**src/rtl/crc_mc_pkg.sv**
```systemverilog
`timescale 1ns/1ps
package crc_mc_pkg;
  localparam logic [31:0] CRC_PRESET  = 32'hFFFF_FFFF;
  localparam logic [31:0] CRC_POLY_RV = 32'hEDB8_8320;
  localparam logic [31:0] CRC_GOOD    = 32'hDEBB_20E3;

  function automatic logic [31:0] crc_byte(input logic [31:0] c, input logic [7:0] b);
    logic [31:0] r;
    r = c ^ {24'd0, b};
    for (int k = 0; k < 8; k++)
      r = r[0] ? ((r >> 1) ^ CRC_POLY_RV) : (r >> 1);
    return r;
  endfunction
endpackage

```
**src/rtl/crc_mc_step.sv**
```systemverilog
`timescale 1ns/1ps
module crc_mc_step #(
  parameter int LANES = 4,
  localparam int DW   = 8 * LANES,
  localparam int NB_W = $clog2(LANES + 1)
) (
  input  logic [31:0]   crc_in,
  input  logic [DW-1:0] data,
  input  logic [NB_W-1:0] nbytes,
  output logic [31:0]   crc_out
);
  import crc_mc_pkg::*;
  logic [LANES:0][31:0] chain;
  assign chain[0] = crc_in;
  for (genvar i = 0; i < LANES; i++) begin : g_lane
    logic [31:0] upd;
    assign upd = crc_byte(chain[i], data[8*i +: 8]);
    assign chain[i+1] = (NB_W'(i) < nbytes) ? upd : chain[i];
  end
  assign crc_out = chain[LANES];
endmodule

```
**config.mk**
```make
export PLATFORM = sky130hd
export DESIGN_NAME = crc_mc_step
export DESIGN_NICKNAME = d
export VERILOG_FILES = /design/src/rtl/crc_mc_pkg.sv /design/src/rtl/crc_mc_step.sv
export SDC_FILE = /design/constraint.sdc
export NUM_CORES = 1
export LEC_CHECK = 0
export BUFFER_PORTS_ARGS = -buffer_cell sky130_fd_sc_hd__buf_2
export CAP_MARGIN = 5
export CORE_ASPECT_RATIO = 0.9
export CORE_UTILIZATION = 64
export DETAILED_ROUTE_END_ITERATION = 8
export PLACE_DENSITY_LB_ADDON = 0.08
export SYNTH_ARGS = -nofsm -noshare
export SYNTH_HDL_FRONTEND = slang
export SYNTH_SLANG_ARGS = --single-unit
```
**constraint.sdc**
```tcl
create_clock -name vclk -period 7.6
set_clock_uncertainty 0.1 [all_clocks]
set_input_delay 0.38 -clock vclk [all_inputs]
set_output_delay 0.38 -clock vclk [all_outputs]
set_load 0.02 [all_outputs]
```
# == After elaboration in Yosys (flattened, before gate mapping) ==
# Index checks and enable logic that the tools add are counted.
# word_totals
elab_cells,76
in_bits,67
reg_bits,0
# op_classes
muxes,36
bitwise,36
order_cmp,4
# op_table
operator,count
32-bit 2-to-1 mux,36
13-bit inverter with 14-bit output,32
32-bit by 8-bit bitwise XOR with 32-bit output,4
1-bit by 3-bit less-than comparator with 1-bit output (first input constant),2
2-bit by 3-bit less-than comparator with 1-bit output (first input constant),2

# == Logic depth before layout (Yosys ltp) ==
# Gate-level depths: netlist of run 1.
# logic_depth
word_depth,72
mapped_depth,19
depth_no_buf,14

# == Least setup slack after synthesis of run 1 ==
# OpenSTA, ideal clock, no wires.
# synth_timing
path_kind,input-to-output
from,in nbytes[2]
to,out crc_out[20]
path_buffers,6
arrival_time_ns,5.094
stages,19
setup_slack_ns,2.026
path_cell_list,buf_2 > or3_1 > buf_2 > buf_2 > nor3b_1 > nor2_1 > nand2_4 > xnor3_1 > a211o_1 > and2_1 > buf_6 > xor3_1 > o211a_1 > or2_0 > buf_2 > buf_4 > nand4_1 > o211ai_1 > a2111oi_1
# synth_via
elab_chain_cells,43
elab_cells_between_ends,57
classes_between,order compare (4); mux (28); bitwise (25)
# synth_lines
item,line,text
from (decl),crc_mc_step.sv:9,"input logic [NB_W-1:0] nbytes,"
1-bit by 3-bit less-than comparator with 1-bit output,crc_mc_step.sv:18,assign chain[i+1] = (NB_W'(i) < nbytes) ? upd : chain[i];
32-bit 2-to-1 mux,crc_mc_step.sv:18,
32-bit by 8-bit bitwise XOR with 32-bit output,crc_mc_pkg.sv:9,"r = c ^ {24'd0, b};"
32-bit 2-to-1 mux (2 in a row),crc_mc_pkg.sv:11,r = r[0] ? ((r >> 1) ^ CRC_POLY_RV) : (r >> 1);
13-bit inverter with 14-bit output (no source line),n/a,
32-bit 2-to-1 mux,crc_mc_pkg.sv:11,
13-bit inverter with 14-bit output (no source line),n/a,
32-bit 2-to-1 mux (3 in a row),crc_mc_pkg.sv:11,
[... 23 more ...],n/a,
32-bit 2-to-1 mux,crc_mc_pkg.sv:11,
13-bit inverter with 14-bit output (no source line),n/a,
32-bit 2-to-1 mux (2 in a row),crc_mc_pkg.sv:11,
13-bit inverter with 14-bit output (no source line),n/a,
32-bit 2-to-1 mux,crc_mc_pkg.sv:11,
13-bit inverter with 14-bit output (no source line),n/a,
32-bit 2-to-1 mux,crc_mc_pkg.sv:11,
32-bit 2-to-1 mux (*),crc_mc_step.sv:18,
to (decl),crc_mc_step.sv:10,output logic [31:0] crc_out
# Every way passes the cells marked *; elsewhere a longest branch is shown, timed or not.

# == Final worst setup path of run 1 ==
# layout_timing
from,in nbytes[0]
to,out crc_out[18]
# layout_via
elab_chain_cells,44
elab_cells_between_ends,57
classes_between,order compare (4); mux (28); bitwise (25)
# layout_lines
item,line
1-bit by 3-bit less-than comparator with 1-bit output,crc_mc_step.sv:18
32-bit 2-to-1 mux,crc_mc_step.sv:18
32-bit by 8-bit bitwise XOR with 32-bit output,crc_mc_pkg.sv:9
13-bit inverter with 14-bit output (no source line),n/a
32-bit 2-to-1 mux,crc_mc_pkg.sv:11
13-bit inverter with 14-bit output (no source line),n/a
32-bit 2-to-1 mux (3 in a row),crc_mc_pkg.sv:11
13-bit inverter with 14-bit output (no source line),n/a
[... 24 more ...],n/a
32-bit 2-to-1 mux (2 in a row),crc_mc_pkg.sv:11
13-bit inverter with 14-bit output (no source line),n/a
32-bit 2-to-1 mux,crc_mc_pkg.sv:11
13-bit inverter with 14-bit output (no source line),n/a
32-bit 2-to-1 mux,crc_mc_pkg.sv:11
13-bit inverter with 14-bit output (no source line),n/a
32-bit 2-to-1 mux (2 in a row),crc_mc_pkg.sv:11
32-bit 2-to-1 mux (*),crc_mc_step.sv:18
# Marks and branches as above.

==> results.json, run 1 <==
{
  "period_needed_ns": 6.91,
  "cap_viol_max_count": 0,
  "netlist_top_cells_area": "xnor3_1, xnor2_1, mux2i_1",
  "netlist_instances": 637,
  "fp.dieArea_um2": 9620,
  "finish.cell_count_without_fillers": 830,
  "antenna_violations_before_repair": 0,
  "worst-slew-pin-transition_ns": 1.13,
  "synth_simple_gate_area_frac": 0.139,
  "totalWireLength_um": 16900,
  "seqCellArea_um2": 0,
  "cp_data_arrival_time_ns": 6.43,
  "post-route-period-util": 0.909,
  "timing_worst_setup_path_type": "input port to primary output",
  "synthAdderAreaFrac": 0,
  "muxShareOfSynthArea": 0.119,
  "max_clock_freq_mhz": 145,
  "dpl.hpwl_um": 14100,
  "synth_common_cells": "xnor2_1, mux2i_1, nor2_1",
  "post_layout_nets": 780,
  "yosys_warnings": 0,
  "final_layout_size_suffix_gt1_frac": 0.229,
  "synth.distinct_cells": 71,
  "globalplace.congestion": 0.990,
  "start_util": 0.674,
  "grt_pass1_vias": 4846,
  "area_fraction_of_the_dominant_cell_type_after_synthesis": 0.198,
  "fp.coreArea_um2": 8770,
  "design.seq.count": 0,
  "initialDrtViolationCount": 368,
  "dp.cells": 830,
  "synth.cell_area_um2": 5910,
  "post_cts_resize_count": 0,
  "crit_fanout": 22,
  "antenna-diode-count": 0,
  "dieWidth_um": 103,
  "detail_route.wl_per_cell_um": 20.4,
  "hold_path.class": "input port to primary output",
  "gr-total-overflow": 0,
  "vias": 5162,
  "setup_viol": 0,
  "worst_slew_margin_rel": 0.242,
  "place.port_buffers": 99,
  "die_h_um": 93.2,
  "pre_cts_slack_ns": 0.862,
  "area_delta_synth_final_pct": 9.57,
  "count_of_unresolved_drc_violations_after_routing": 0,
  "worstHoldStart": "data[29]",
  "cts_hold_buf": 0,
  "finalHoldViolations": 0,
  "postSynthNetCount": 704,
  "cp-end-kind": "primary output",
  "worst_ep_required_time_ns": 7.12,
  "crit_start": "nbytes[0]",
  "avg_cell_area_syn_um2": 9.28,
  "cts.repair_timing.setup_buffer_count": 0,
  "synth_top_family_by_area": "XOR/XNOR gates",
  "final_critical_path_setup_slack_ns": 0.691,
  "fp-row-count": 32,
  "postRouteAntennaNets": 0,
  "totalNegativeSetupSlack_ns": 0,
  "drt-pass1-iter-count": 5,
  "post-synth-top-area-cell": "xnor3_1",
  "grt_pass1_wl_um": 26000,
  "outcome": "completed",
  "synth_compound_gate_area_share": 0.131,
  "total_global_route_track_usage": 0.360,
  "fill_cells": 679,
  "report.final.slew_viol_count": 0,
  "setup_repair_after_global_routing_missed_its_margin": "no",
  "ioPinCount": 99,
  "yosysMostFrequentCell": "xnor2_1",
  "seq_area_frac_synth": 0,
  "synthXorXnorAreaFrac": 0.582,
  "setup.worst_path.start_class": "input port",
  "drt-vias-per-instance": 6.22,
  "clkbuf_count": 0,
  "largest_net_degree_at_the_start_of_global_routing": 40
}
[critical path, stage by stage]
cell      delay [ns]
buf_2           0.24
or3_1           0.71
a211o_1         0.41
a221oi_1        0.36
or2_1           0.35
xor2_1          0.14
xnor2_1         0.44
mux2i_1         0.47
nor3_1          0.12
o41ai_1         0.49
nand3_1         0.62
xnor2_1         0.34
xnor2_2         0.51
xnor3_1         0.52
mux2i_1         0.14
buf_2           0.19
[cell families (layout without fill, tap and decap cells)]
kind of cell,after synthesis,count (layout)
and+or+nand+nor,164,164
AOI/OAI and AO/OA,116,116
xor gates and xnor gates,254,254
muxes,65,65
buffers and inverters,38,112
[area by class of cell]
cell class,count,area (µm²),area share
Inverter,4,15.0,0.00232
Tap cell,119,149,0.0230
Timing Repair Buffer,108,563,0.0869
Multi-Input combinational cell,599,5750,0.888
[placed cells by master (no fill, tap or decap), drive strengths merged, types with 6 or more instances in the layout]
cell,synthesis,layout
xnor2,135,135
nand2,43,43
and2,10,10
nand4,6,6
a21o,6,6
a211oi,6,6
xnor3,53,53
nand3,9,9
o21ai,26,26
mux2i,59,59
o211ai,11,11
a211o,6,6
nor2,53,53
nor3,11,11
buf,12,108
xor2,56,56
or2,6,6
a21oi,42,42
mux2,6,6
xor3,10,10
[metrics by stage]
step                      area, µm²  utilization  hold slack, ns
after global placement         6480        0.739            1.35
after floorplan                5910            -            1.04
after detailed placement       6480        0.739            1.35
after CTS                      6480        0.739            1.36
after global routing           6480        0.739            1.40
final                          6480        0.739            1.36
[final timing paths]
check / to / slack (ns) / cells after the start
worst min-delay path: crc_out[3] / 1.36 / 5
worst max-delay path: crc_out[18] / 0.69 / 16
[routing by layer]
metal | up-vias | share of wire | wire (µm) | global-route usage
li1 | 2395 | - | - | -
met5 | - | 0 | 0 | 0
met4 | 0 | 0.0096 | 162 | 0.0387
met2 | 263 | 0.45 | 7620 | 0.563
met1 | 2490 | 0.44 | 7450 | 0.546
met3 | 14 | 0.099 | 1680 | 0.0426
Power of run 1 is not shown: default switching activity piles up to over one toggle a cycle in this logic, so the estimate is an artifact.
==> run 2: changes to the inputs <==
--- a/config.mk
+++ b/config.mk
@@ -8,7 +8,7 @@
 export BUFFER_PORTS_ARGS = -buffer_cell sky130_fd_sc_hd__buf_2
 export CAP_MARGIN = 5
 export CORE_ASPECT_RATIO = 0.9
-export CORE_UTILIZATION = 64
+export CORE_UTILIZATION = 55
 export DETAILED_ROUTE_END_ITERATION = 8
 export PLACE_DENSITY_LB_ADDON = 0.08
 export SYNTH_ARGS = -nofsm -noshare
==> constraint.sdc (replaced) <==
create_clock -name vclk -period 7.6
set_clock_uncertainty 0.1 [all_clocks]
set_input_delay 0.38 -clock vclk [all_inputs]
set_output_delay 0.38 -clock vclk [all_outputs]
set_load 0.1 [all_outputs]
==> run 2 against run 1 <==
Compared with the run above:
- the run now ends with design-rule violations left
- hold slack better by 0.14 ns
- sequential share of layout area unchanged
- wire length fell by 0.47%
- utilization down 10 points
- first-iteration DRC count fell by 9.2%
- die area up 16%
- setup slack got worse by 0.070 ns
- via count decreased by 2.4%
- fmax fell by 1.0%
- design area grew 1.8%
- critical path type unchanged
- critical endpoint is now crc_out[21]
==> results.json, run 2 (synthesis results as in run 1) <==
{
  "hold_depth": 5,
  "post_cts_resize_count": 0,
  "drt-vias-per-instance": 5.98,
  "totalWireLength_um": 16800,
  "max_clock_freq_mhz": 143,
  "failing_checks": "design-rule violations",
  "area_delta_synth_final_pct": 11.5,
  "seqCellArea_um2": 0,
  "setup.worst_path.start_class": "input port",
  "grt_pass1_vias": 4854,
  "report.final.slew_viol_count": 0,
  "clkbuf_count": 0,
  "hold_path.class": "input port to primary output",
  "setup_repair_after_global_routing_missed_its_margin": "no",
  "multi_input_comb_area_um2": 5750,
  "crit_fanout": 12,
  "largest_net_degree_at_the_start_of_global_routing": 43,
  "dpl.hpwl_um": 14300,
  "period_needed_ns": 6.98,
  "grt_pass1_wl_um": 26800,
  "cts_hold_buf": 0,
  "post_layout_nets": 783,
  "dieWidth_um": 111,
  "post-route-period-util": 0.918,
  "fp-row-count": 35,
  "cts.repair_timing.setup_buffer_count": 0,
  "drt-pass1-iter-count": 7,
  "cap_viol_max_count": 0,
  "timing_worst_setup_path_type": "input port to primary output",
  "setup_viol": 0,
  "final_common_cell": "xnor2_1",
  "start_util": 0.572,
  "postRouteAntennaNets": 0,
  "count_of_unresolved_drc_violations_after_routing": 10,
  "outcome": "finished with violations",
  "ioPinCount": 99,
  "final_layout_size_suffix_gt1_frac": 0.234,
  "initialDrtViolationCount": 334,
  "cp-end-kind": "primary output",
  "antenna-diode-count": 0,
  "worst-slew-pin-transition_ns": 1.01,
  "antenna_violations_before_repair": 0,
  "layout.cells.most_common_list": "xnor2_1, buf_2, mux2i_1",
  "die_h_um": 100,
  "place.port_buffers": 99,
  "fill_cells": 923,
  "globalplace.congestion": 0.935,
  "total_global_route_track_usage": 0.307,
  "worst_ep_required_time_ns": 7.12,
  "worst_slew_margin_rel": 0.325,
  "detail_route.wl_per_cell_um": 20.0,
  "vias": 5038,
  "totalNegativeSetupSlack_ns": 0,
  "gr-total-overflow": 0,
  "cp_data_arrival_time_ns": 6.50,
  "fp.coreArea_um2": 10300,
  "fp.dieArea_um2": 11200,
  "finalHoldViolations": 0,
  "design.seq.count": 0
}
==> run 2: cell types whose count changed in the layout (fill, tap and decap cells not counted) <==
cell | before | now
buf_12 | 0 | 5
buf_2 | 99 | 94
buf_4 | 9 | 12
a2111oi_1 | 1 | 0
a2111oi_2 | 0 | 1
==> run 2: stage by stage <==
step	setup WS, ns	cells	utilization	hold WS (ns)	area (µm²)
2_1_floorplan	0.809	637	-	1.34	5920
4_1_cts	0.681	843	0.638	1.50	6590
5_1_grt	0.315	843	0.638	1.53	6590
3_3_place_gp	0.896	843	0.638	1.48	6590
6_report	0.621	843	0.638	1.50	6590
3_5_place_dp	0.709	843	0.638	1.49	6590
==> run 2: routing by layer <==
metal / wire (µm) / GRT usage
met5: 0 / 0
met2: 7670 / 0.512
met4: 65 / 0.0146
met3: 1340 / 0.0477
met1: 7760 / 0.442
==> run 2: worst paths after layout <==
kind	start	endpoint
worst max-delay path	crc_in[4]	crc_out[21]
worst min-delay path	data[29]	crc_out[3]
==> run 2: critical path: stages <==
cell and delay (ns):
buf_2 0.13, xnor2_2 0.52, xor2_4 0.35, xnor3_1 0.40, mux2i_4 0.36, nand2_4 0.18, xnor3_1 0.45, o211ai_1 0.25
and2_1 0.48, xor3_1 0.47, a211oi_2 0.35, or2_0 0.71, buf_4 0.30, xor2_2 0.28, xnor3_1 0.39, mux2i_1 0.26
buf_12 0.21
==> run 2: layout make-up <==
class | count | area share
multi-input cells | 599 | 0.873
repair buffers | 111 | 0.100
well taps | 129 | 0.0245
inverters | 4 | 0.00228
Power of run 2 is left out for the same reason.
==> run 3: changes to the inputs <==
--- a/config.mk
+++ b/config.mk
@@ -5,11 +5,12 @@
 export SDC_FILE = /design/constraint.sdc
 export NUM_CORES = 1
 export LEC_CHECK = 0
-export BUFFER_PORTS_ARGS = -buffer_cell sky130_fd_sc_hd__buf_2
 export CAP_MARGIN = 5
 export CORE_ASPECT_RATIO = 0.9
 export CORE_UTILIZATION = 55
 export DETAILED_ROUTE_END_ITERATION = 8
+export DONT_BUFFER_PORTS = 1
+export GPL_ROUTABILITY_DRIVEN = 0
 export PLACE_DENSITY_LB_ADDON = 0.08
 export SYNTH_ARGS = -nofsm -noshare
 export SYNTH_HDL_FRONTEND = slang
==> run 3 against run 2 <==
Compared with the run above:
- the flow still finishes with violations (design-rule violations)
- utilization down 2.4 points
- critical path depth down 2
- design area down 3.8%
- setup slack better by 0.40 ns
- first-iteration DRC count up 33%
- clock-buffer cell count unchanged
- hold slack worse by 0.58 ns
- fmax up 6.0%
- sequential share of layout area unchanged
- die area unchanged
- highest routed layer unchanged
==> results.json, run 3 (synthesis results as in run 1) <==
{
  "seqCellArea_um2": 0,
  "die_h_um": 100,
  "totalWireLength_um": 16800,
  "cts_hold_buf": 0,
  "report.final.slew_viol_count": 0,
  "post-route-cell-area_um2": 6340,
  "fp.dieArea_um2": 11200,
  "grt_pass1_wl_um": 26500,
  "crit_fanout": 13,
  "drt-vias-per-instance": 6.14,
  "setup.worst_path.start_class": "input port",
  "start_util": 0.572,
  "postRouteAntennaNets": 0,
  "outcome": "finished with violations",
  "drt-pass1-iter-count": 7,
  "cp_data_arrival_time_ns": 6.10,
  "cts.repair_timing.setup_buffer_count": 0,
  "area_delta_synth_final_pct": 7.24,
  "timing_worst_setup_path_type": "input port to primary output",
  "setup_viol": 0,
  "final_layout_size_suffix_gt1_frac": 0.186,
  "vias": 4720,
  "final_common_cell": "xnor2_1",
  "dpl.hpwl_um": 14000,
  "finalHoldViolations": 0,
  "fp-row-count": 35,
  "period_needed_ns": 6.58,
  "antenna_violations_before_repair": 0,
  "hold_ws_ns": 0.919,
  "design.seq.count": 0,
  "max_clock_freq_mhz": 152,
  "dieWidth_um": 111,
  "hold_path.class": "input port to primary output",
  "fp.coreArea_um2": 10300,
  "initialDrtViolationCount": 445,
  "total_global_route_track_usage": 0.304,
  "failing_checks": "design-rule violations",
  "count_of_unresolved_drc_violations_after_routing": 10,
  "post_layout_nets": 709,
  "post-route-period-util": 0.866,
  "cap_viol_max_count": 0,
  "clkbuf_count": 0,
  "worst-slew-pin-transition_ns": 1.13,
  "ioPinCount": 99,
  "place.port_buffers": 0,
  "worst_ep_required_time_ns": 7.12,
  "antenna-diode-count": 0,
  "layout.cells.most_common_list": "xnor2_1, nor2_1, xnor3_1",
  "detail_route.wl_per_cell_um": 21.9,
  "largest_net_degree_at_the_start_of_global_routing": 47,
  "timing.hold.worst_endpoint": "crc_out[20]",
  "worst_slew_margin_rel": 0.247,
  "cp-end-kind": "primary output",
  "hold_depth": 2,
  "totalNegativeSetupSlack_ns": 0,
  "grt_pass1_vias": 4717,
  "gr-total-overflow": 0,
  "dpl_cell_area_um2": 6340,
  "setup_repair_after_global_routing_missed_its_margin": "no",
  "post_cts_resize_count": 0,
  "worstHoldStart": "nbytes[2]"
}
-- run 3: through the flow --
stage,setup WS [ns],util,instances
floorplan,0.809,-,637
global placement,1.37,0.613,769
detailed placement,1.11,0.613,769
CTS,1.07,0.613,769
global route,0.720,0.613,769
finish,1.02,0.613,769
-- run 3: cell type report --
type                            count  area (µm²)
Fill cell                         873        4000
Inverter                            4        15.0
Multi-Input combinational cell    599        5860
Tap cell                          129         161
Timing Repair Buffer               37         298
-- run 3: worst max path at each step --
stage	cells past startpoint	to	startpoint
6_report	15	crc_out[21]	crc_in[4]
2_1_floorplan	18	crc_out[6]	nbytes[2]
3_5_place_dp	15	crc_out[17]	crc_in[4]
3_3_place_gp	15	crc_out[17]	crc_in[4]
4_1_cts	15	crc_out[21]	crc_in[4]
5_1_grt	15	crc_out[24]	crc_in[4]
-- run 3: critical path, cell delays in order --
cell	delay (ns)
xnor2_2	0.42
xor2_4	0.36
xnor3_1	0.37
mux2i_4	0.35
nand2_4	0.17
xnor3_1	0.43
o211ai_1	0.26
and2_1	0.46
xor3_1	0.47
a211oi_2	0.34
or2_0	0.90
xor2_2	0.29
xnor3_1	0.44
mux2i_2	0.15
buf_4	0.31
-- run 3: routing by layer --
metal  global-route usage  share of wire  vias to the layer above
met4               0.0156         0.0025                        0
met1                0.443           0.45                     2266
met2                0.495           0.45                      199
met5                    0              0                        -
met3               0.0531          0.096                        4
li1                     -              -                     2251
Power of run 3 is left out for the same reason.
